[src/rtl/bkdom_pkg.sv]
`timescale 1ns/1ps
package bkdom_pkg;
    localparam int unsigned NUM_WORDS = 10;
    localparam int unsigned WORD_W    = 16;
    localparam int unsigned ADDR_W    = 4;
    localparam int unsigned SEL_W     = 2;
    localparam int unsigned RST_BIT   = 15;

    typedef enum logic [1:0] {
        SRC_NONE  = 2'b00,
        SRC_LSX   = 2'b01,
        SRC_LSI   = 2'b10,
        SRC_HSD   = 2'b11
    } rtc_src_e;
endpackage

[src/rtl/bkdom_gate.sv]
`timescale 1ns/1ps
module bkdom_gate (
    input  logic clk,
    input  logic por_n,
    input  logic bus_wr,
    input  logic clk_en,
    input  logic acc_en,
    output logic wr_ok,
    output logic wr_err
);
    typedef struct packed {
        logic err;
    } gate_st_t;

    gate_st_t st_d, st_q;
    logic open_w;

    always_comb begin
        st_d     = st_q;
        open_w   = clk_en & acc_en;
        wr_ok    = bus_wr & open_w;
        st_d.err = bus_wr & ~open_w;
    end

    always_ff @(posedge clk or negedge por_n) begin
        if (!por_n) st_q <= '0;
        else        st_q <= st_d;
    end

    assign wr_err = st_q.err;

    a_r5_ok_no_err: assert property (@(posedge clk) disable iff (!por_n)
        (bus_wr && clk_en && acc_en) |=> !wr_err);
    a_r5_idle_no_err: assert property (@(posedge clk) disable iff (!por_n)
        !bus_wr |=> !wr_err);
endmodule

[src/rtl/bkdom_store.sv]
`timescale 1ns/1ps
module bkdom_store #(
    parameter int unsigned N  = bkdom_pkg::NUM_WORDS,
    parameter int unsigned DW = bkdom_pkg::WORD_W,
    parameter int unsigned AW = bkdom_pkg::ADDR_W
) (
    input  logic              clk,
    input  logic              por_n,
    input  logic              wr_ok,
    input  logic              wipe,
    input  logic [AW-1:0]     addr,
    input  logic [DW-1:0]     wdata,
    output logic [N*DW-1:0]   words
);
    typedef struct packed {
        logic [N-1:0][DW-1:0] w;
    } store_st_t;

    store_st_t st_d, st_q;

    always_comb begin
        st_d = st_q;
        if (wipe) begin
            st_d.w = '0;
        end else begin
            for (int i = 0; i < N; i++) begin
                if (wr_ok && addr == AW'(i)) st_d.w[i] = wdata;
            end
        end
    end

    always_ff @(posedge clk or negedge por_n) begin
        if (!por_n) st_q <= '0;
        else        st_q <= st_d;
    end

    assign words = st_q.w;

    a_r4_no_write_stable: assert property (@(posedge clk) disable iff (!por_n)
        (!wr_ok && !wipe) |=> $stable(st_q.w));
    a_r9_wipe_clears: assert property (@(posedge clk) disable iff (!por_n)
        wipe |=> (st_q.w == '0));
endmodule

[src/rtl/bkdom_ctrl.sv]
`timescale 1ns/1ps
module bkdom_ctrl #(
    parameter int unsigned DW        = bkdom_pkg::WORD_W,
    parameter int unsigned AW        = bkdom_pkg::ADDR_W,
    parameter int unsigned SW        = bkdom_pkg::SEL_W,
    parameter int unsigned CTRL_ADDR = bkdom_pkg::NUM_WORDS,
    parameter int unsigned RB        = bkdom_pkg::RST_BIT
) (
    input  logic          clk,
    input  logic          por_n,
    input  logic          wr_ok,
    input  logic [AW-1:0] addr,
    input  logic [DW-1:0] wdata,
    output logic [SW-1:0] sel,
    output logic          hold,
    output logic          wipe
);
    typedef struct packed {
        logic [SW-1:0] sel;
        logic          hold;
    } ctrl_st_t;

    ctrl_st_t st_d, st_q;
    logic     hit;

    always_comb begin
        st_d = st_q;
        hit  = wr_ok && (addr == AW'(CTRL_ADDR));
        wipe = st_q.hold || (hit && wdata[RB]);
        if (hit) begin
            st_d.hold = wdata[RB];
            if (wdata[RB])                    st_d.sel = '0;
            else if (st_q.sel == '0)          st_d.sel = wdata[SW-1:0];
        end else if (st_q.hold) begin
            st_d.sel = '0;
        end
    end

    always_ff @(posedge clk or negedge por_n) begin
        if (!por_n) st_q <= '0;
        else        st_q <= st_d;
    end

    assign sel  = st_q.sel;
    assign hold = st_q.hold;

    a_r8_sel_locked: assert property (@(posedge clk) disable iff (!por_n)
        (st_q.sel != '0 && !wipe) |=> (st_q.sel == $past(st_q.sel)));
    a_r9_hold_sel_zero: assert property (@(posedge clk) disable iff (!por_n)
        st_q.hold |-> (st_q.sel == '0));
endmodule

[src/rtl/bkdom_regfile.sv]
`timescale 1ns/1ps
module bkdom_regfile #(
    parameter int unsigned N  = bkdom_pkg::NUM_WORDS,
    parameter int unsigned DW = bkdom_pkg::WORD_W,
    parameter int unsigned AW = bkdom_pkg::ADDR_W,
    parameter int unsigned SW = bkdom_pkg::SEL_W,
    parameter int unsigned RB = bkdom_pkg::RST_BIT
) (
    input  logic          clk,
    input  logic          dom_por_n,
    input  logic          sys_rst_n,
    input  logic          pwr_rst_n,
    input  logic          clk_en,
    input  logic          acc_en,
    input  logic          bus_wr,
    input  logic [AW-1:0] bus_addr,
    input  logic [DW-1:0] bus_wdata,
    output logic [DW-1:0] rd_data,
    output logic          wr_err,
    output logic [SW-1:0] rtc_src
);
    localparam int unsigned CTRL_ADDR = N;

    logic                 wr_ok, wipe, hold;
    logic [N*DW-1:0]      words;
    logic [SW-1:0]        sel;

    bkdom_gate u_gate (
        .clk(clk), .por_n(dom_por_n), .bus_wr(bus_wr),
        .clk_en(clk_en), .acc_en(acc_en), .wr_ok(wr_ok), .wr_err(wr_err)
    );

    bkdom_store #(.N(N), .DW(DW), .AW(AW)) u_store (
        .clk(clk), .por_n(dom_por_n), .wr_ok(wr_ok), .wipe(wipe),
        .addr(bus_addr), .wdata(bus_wdata), .words(words)
    );

    bkdom_ctrl #(.DW(DW), .AW(AW), .SW(SW), .CTRL_ADDR(CTRL_ADDR), .RB(RB)) u_ctrl (
        .clk(clk), .por_n(dom_por_n), .wr_ok(wr_ok), .addr(bus_addr),
        .wdata(bus_wdata), .sel(sel), .hold(hold), .wipe(wipe)
    );

    always_comb begin
        rd_data = '0;
        for (int i = 0; i < N; i++) begin
            if (bus_addr == AW'(i)) rd_data = words[i*DW +: DW];
        end
        if (bus_addr == AW'(CTRL_ADDR)) begin
            rd_data[SW-1:0] = sel;
            rd_data[RB]     = hold;
        end
    end

    assign rtc_src = sel;

    a_r2_main_resets_ignored: assert property (@(posedge clk) disable iff (!dom_por_n)
        ((!sys_rst_n || !pwr_rst_n) && !wr_ok && !hold) |=> ($stable(words) && $stable(sel)));
    a_r3_por_clear: assert property (@(posedge clk)
        !dom_por_n |-> (words == '0 && sel == '0 && !hold));
endmodule

[config.mk]
export PLATFORM = sky130hd
export DESIGN_NAME = bkdom_regfile
export DESIGN_NICKNAME = d
export VERILOG_FILES = /design/src/rtl/bkdom_pkg.sv /design/src/rtl/bkdom_gate.sv /design/src/rtl/bkdom_store.sv /design/src/rtl/bkdom_ctrl.sv /design/src/rtl/bkdom_regfile.sv
export SDC_FILE = /design/constraint.sdc
export NUM_CORES = 1
export LEC_CHECK = 0
export BUFFER_PORTS_ARGS = -buffer_cell sky130_fd_sc_hd__clkbuf_2
export CORE_MARGIN = 10
export CORE_UTILIZATION = 45
export DETAILED_ROUTE_END_ITERATION = 8
export HOLD_SLACK_MARGIN = 0.12
export PLACE_DENSITY = 0.63
export SETUP_SLACK_MARGIN = 0.3
export SLEW_MARGIN = 15
export SYNTH_ARGS = -nofsm -noshare
export SYNTH_HDL_FRONTEND = slang
export SYNTH_SLANG_ARGS = --single-unit
[constraint.sdc]
create_clock -name clk -period 2.34 [get_ports clk]
set_input_delay 0.351 -clock clk [delete_from_list [all_inputs] [get_ports clk]]
set_output_delay 0.351 -clock clk [all_outputs]
set_load 0.005 [all_outputs]
# ---- Yosys cells after proc, flatten, opt, wreduce, memory -nomap -nowiden
# Index checks and enable logic that the tools add are counted.
dict set report word_totals {
  ff_bits 164
  input_bits 27
  out_inout_bits 19
  word_cells 82
}
dict set report op_classes {
  eq_ne 11
  n_mux 27
  bitwise_logic 4
  reduce_logical 27
}
# op n
set ops {}
lappend ops {{$mux W16} 20}
lappend ops {{$mux W160} 1}
lappend ops {{$reduce_bool A2 Y1} 11}
lappend ops {{$eq A4 B3 Y1 const B} 4}
lappend ops {{$eq A4 B4 Y1 const B} 3}
lappend ops {{$logic_and A1 B1 Y1} 12}
lappend ops {{$mux W2} 5}
lappend ops {{$eq A4 B2 Y1 const B} 2}
lappend ops {{$eq A4 B1 Y1 const B} 1}
lappend ops {{$logic_not A4 Y1} 1}
lappend ops {{$and A1 B1 Y1} 3}
lappend ops {{$ne A3 B3 Y1 const B} 1}
lappend ops {{$logic_not A2 Y1} 1}
lappend ops {{$reduce_and A2 Y1} 1}
lappend ops {{$logic_or A1 B1 Y1} 1}
lappend ops {{$mux W1} 1}
lappend ops {{$not A1 Y1} 1}

# ---- Longest topological paths before layout
dict set report logic_depth {
  word_depth 12
  ltp_mapped 8
  mapped_depth_nobuf 4
}

# ---- Hierarchy
# A second synthesis with hierarchy kept.
dict set report hier_totals {
  hier_cells 795
  hier_area_um2 9042.4
}
# module n_inst cells_per_inst area_each_um2 seq_area_each_um2
set by_module_without_submodules {}
lappend by_module_without_submodules {bkdom_store 1 560 7116.8 4003.8}
lappend by_module_without_submodules {bkdom_regfile 1 217 1689.1 0.0}
lappend by_module_without_submodules {bkdom_ctrl 1 15 193.9 75.1}
lappend by_module_without_submodules {bkdom_gate 1 3 42.5 25.0}

# ---- Worst setup path before layout
# No wires, ideal clock.
dict set report synth_timing {
  path_kind {input to output}
  start {input port bus_addr[1]}
  end {output port rd_data[13]}
  arrival_ns 1.590
  t_required_ns 1.989
  setup_slack_ns 0.399
  stages 5
  cell_sequence {buf_2 buf_2 nor3b_1 o21ai_0 a32o_1}
}
dict set report synth_between {
  elab_chain_len 11
}
# element line_no
set synth_rtl {}
lappend synth_rtl {{start, declared} bkdom_regfile.sv:16} ;# input logic [AW-1:0] bus_addr,
lappend synth_rtl {{$logic_not A4 Y1} bkdom_regfile.sv:46} ;# if (bus_addr == AW'(i)) rd_data = words[i*DW +: DW];
lappend synth_rtl {{$mux W16 (9 in series)} bkdom_regfile.sv:46}
lappend synth_rtl {{$mux W16 *} bkdom_regfile.sv:46}
lappend synth_rtl {{end, declared} bkdom_regfile.sv:18} ;# output logic [DW-1:0] rd_data,
# Every way passes the cells marked *; elsewhere a longest branch is shown, timed or not.

# ---- Worst setup path after layout
dict set report layout_timing {
  start {register u_store.st_q, in the netlist u_store.words[61]}
  end {output port rd_data[13]}
}
dict set report layout_between {
  elab_chain_len 7
}
# element line_no
set layout_rtl {}
lappend layout_rtl {{start, declared} bkdom_store.sv:19} ;# store_st_t st_d, st_q;
lappend layout_rtl {{start signal, assigned} bkdom_store.sv:34} ;# else st_q <= st_d;
lappend layout_rtl {{$mux W16 (7 in series)} bkdom_regfile.sv:46}
# No other way between the ends.

==> impl_metrics.yaml <==
status:
  outcome: "finished clean"
setup_path:
  startpoint_type: "flip-flop"
  crit_type: "reg -> out"
  cp.required_ps: 1990
  critical_path.endpoint_type: "primary output"
  critPathMaxFanout: 2
  cp.arrival_ps: 1850
logic_synthesis:
  synth_compound_area_share_pct: 17.9
  syn_area_mm2: 0.00834
  synth_fp_nets: 1001
  muxShareOfSynthArea_pct: 5.18
  synthCells: 974
  synthAdderAreaFrac_pct: 0
  ys_seq_elements: 164
  synth_top_flop_cell: "dfrtp_1"
  yosysUniqueCellTypes: 52
  synthSimpleGateAreaFrac_pct: 22.1
  synth_top_family_by_area: "simple AND/OR/NAND/NOR gates"
  yosysWarningCount: 0
  ys_async_sr_fraction_pct: 100
  syn_area_per_cell_um2: 8.56
  ys_seq_area_share_pct: 49.2
  synth_xor_area_share_pct: 0
  synth-edff-count: 0
sta:
  final.setup.tns_ps: 0
  period_share_pct: 94.2
  max_freq_mhz: 454
  max-slew-margin-rel_pct: 68.1
  worstMarginPinSlew_ps: 479
  maxSlewViolCount: 0
  hold_slack_ps: 132
  finalHoldViolCount: 0
  finalCriticalPeriod_ps: 2200
  finalWorstSetupSlack_ps: 137
  setup_viol: 0
  rsz0062_at_grt: "yes"
  finClkSkew_ps: 7.22
pwr:
  power.density_mw_per_mm2: 683
  cellLeakagePower_nw: 4.39
  vdd_drop_max_uv: 550
route:
  wirelength_um: 27100
  antenna_left: 0
  vias: 7475
  drc_errors: 0
  drt-initial-drc-count: 790
  firstDrtPassIters: 7
  via_per_inst: 5.85
  post_drt_wl_per_cell_um: 21.2
clock_network:
  cts_sinks: 164
  cts-root-buf: "clkbuf_16"
  clock_path_buffers: 2
  cts_tree: "yes"
  h-tree-depth: 4
  cts_buffers: 17
  clk_latency_ps: 440
  cts.clk_slew.worst_paths_ps: 70
floorplan:
  start_util_pct: 46.1
  io_pins: 46
  rows: 49
  die_w_um: 156
  die_h_um: 156
  core-area_mm2: 0.0181
  dieArea_mm2: 0.0244
placed_design:
  gp_congestion: 0.849
  placedCellCount: 1235
  io_buffers: 43
  hpwl_um: 17500
  pre_cts_slack_ps: -6.22
  dpl_cell_area_mm2: 0.00920
global_route:
  grt_start_max_net_pins: 54
  grt_pass1_vias: 7276
  grt.overflow.total: 0
  grt_pass1_wl_um: 41700
  antenna_found_initial: 1
  grtUsageTotal_pct: 22.0
min_path:
  hold_path_class: "in -> reg"
final_layout:
  final_cell_area_mm2: 0.0102
  drive_gt1_share_pct: 21.0
  nets: 1062
  final_cell_count_no_fill: 1278
  area_growth_pct: 22.0
job:
  maxCapViolCount: 0
==> critical path: stages, from the launching register on <==
cell      delay (ps)
dfrtp_1          400
mux4_2           490
nand2_2           80
o221ai_2          90
a32o_2           260
clkbuf_2         110
==> through the flow <==
stage | utilization (%) | power (mW)
floorplan | - | 3.63
global placement | 50.9 | 3.96
detailed placement | 50.9 | 3.98
CTS | 55.2 | 6.94
global route | 56.2 | 7.20
finish | 56.2 | 6.94
==> per-layer routing <==
| layer | up-vias | global-route usage, % | wire [um] |
|---|---|---|---|
| li1 | 3438 | - | - |
| met1 | 3701 | 29.3 | 11800 |
| met2 | 297 | 34.7 | 12900 |
| met3 | 39 | 4.08 | 1820 |
| met4 | 0 | 9.03 | 584 |
| met5 | - | 0 | 0 |
==> logic make-up (layout without fill, tap and decap cells) <==
group                  after synthesis  count (layout)
and+or+nand+nor                    413             413
AOI/OAI and AO/OA                  268             268
DFF                                164             164
buffers and inverters               96             170
muxes                               33              33
other                                0               1
==> cells in the final DEF (no fill, tap or decap), types with 9 or more instances in the layout <==
cell	n
o21ai_0	12
and3_1	9
nor2_1	12
buf_12	16
nand3b_1	10
buf_4	69
dfrtp_1	164
a21oi_1	187
clkbuf_16	20
mux2_2	9
nand2_1	331
o21a_1	10
mux2i_1	15
clkbuf_2	35
==> cell usage after synthesis, types with 5 or more instances <==
cell type | n | area share [%]
mux2_2 | 11 | 1.5
and3_1 | 9 | 0.68
a31oi_1 | 7 | 0.53
nand3_1 | 7 | 0.42
and2_1 | 6 | 0.45
nand2_1 | 332 | 15
buf_4 | 6 | 0.54
or4b_1 | 5 | 0.60
o22ai_1 | 10 | 0.75
dfrtp_1 | 164 | 49
mux4_2 | 7 | 1.9
nand2b_1 | 6 | 0.45
o21ai_0 | 19 | 1.1
o2bb2ai_1 | 5 | 0.53
mux2i_1 | 15 | 1.8
a21oi_1 | 193 | 12
nand3b_1 | 10 | 0.90
clkbuf_1 | 31 | 1.4
buf_2 | 50 | 3.0
nor2_1 | 12 | 0.54
o21a_1 | 10 | 0.90
==> sequential cells by signal, summed over array words and instances, names as in the netlist <==
| register | count |
|---|---|
| u_store.words | 160 |
| u_ctrl.sel | 2 |
| u_ctrl.hold | 1 |
| u_gate.wr_err | 1 |
==> layout make-up <==
type                            instances  area [um2]
Inverter                                5        21.3
Clock inverter                         10         149
Antenna cell                            1        2.50
Fill cell                            1614        7920
Tap cell                              229         287
Timing Repair Buffer                  133        1180
Sequential cell                       164        4100
Clock buffer                           22         464
Multi-Input combinational cell        714        3960
==> worst paths after layout <==
| kind | slack, ps | to | depth (start not counted) | startpoint |
|---|---|---|---|---|
| worst min-delay path | 130 | u_gate.wr_err$_DFF_PN0_ | 2 | acc_en |
| worst max register to register | 1180 | u_store.words[56]$_DFFE_PN0P_ | 3 | u_ctrl.hold$_DFFE_PN0P_ |
| min in group asynchronous | 420 | u_store.words[143]$_DFFE_PN0P_ | 2 | dom_por_n |
| max in group asynchronous | 1200 | u_store.words[18]$_DFFE_PN0P_ | 3 | dom_por_n |
| worst min register to register | 520 | u_store.words[57]$_DFFE_PN0P_ | 2 | u_store.words[57]$_DFFE_PN0P_ |
| worst max-delay path | 140 | rd_data[13] | 5 | u_store.words[61]$_DFFE_PN0P_ |
==> power breakdown <==
| part | switching [mW] | internal (mW) | total (mW) |
|---|---|---|---|
| Clock | 1.20 | 1.75 | 2.94 |
| Sequential | 0.0918 | 3.00 | 3.09 |
| Combinational | 0.552 | 0.360 | 0.912 |
| Total | 1.84 | 5.10 | 6.94 |
==> what timing repair did <==
item | 4_1_cts | 5_1_grt
setup endpoints to repair | 16 | 16
setup buffers | 1 | 5
pin swaps | 22 | 19
cloned | 0 | 3
endpoints found under the hold margin | 42 | 0
resized for setup | 31 | 31
hold buffers | 1 | 0
Note: power is estimated with default switching activity, not from simulation.
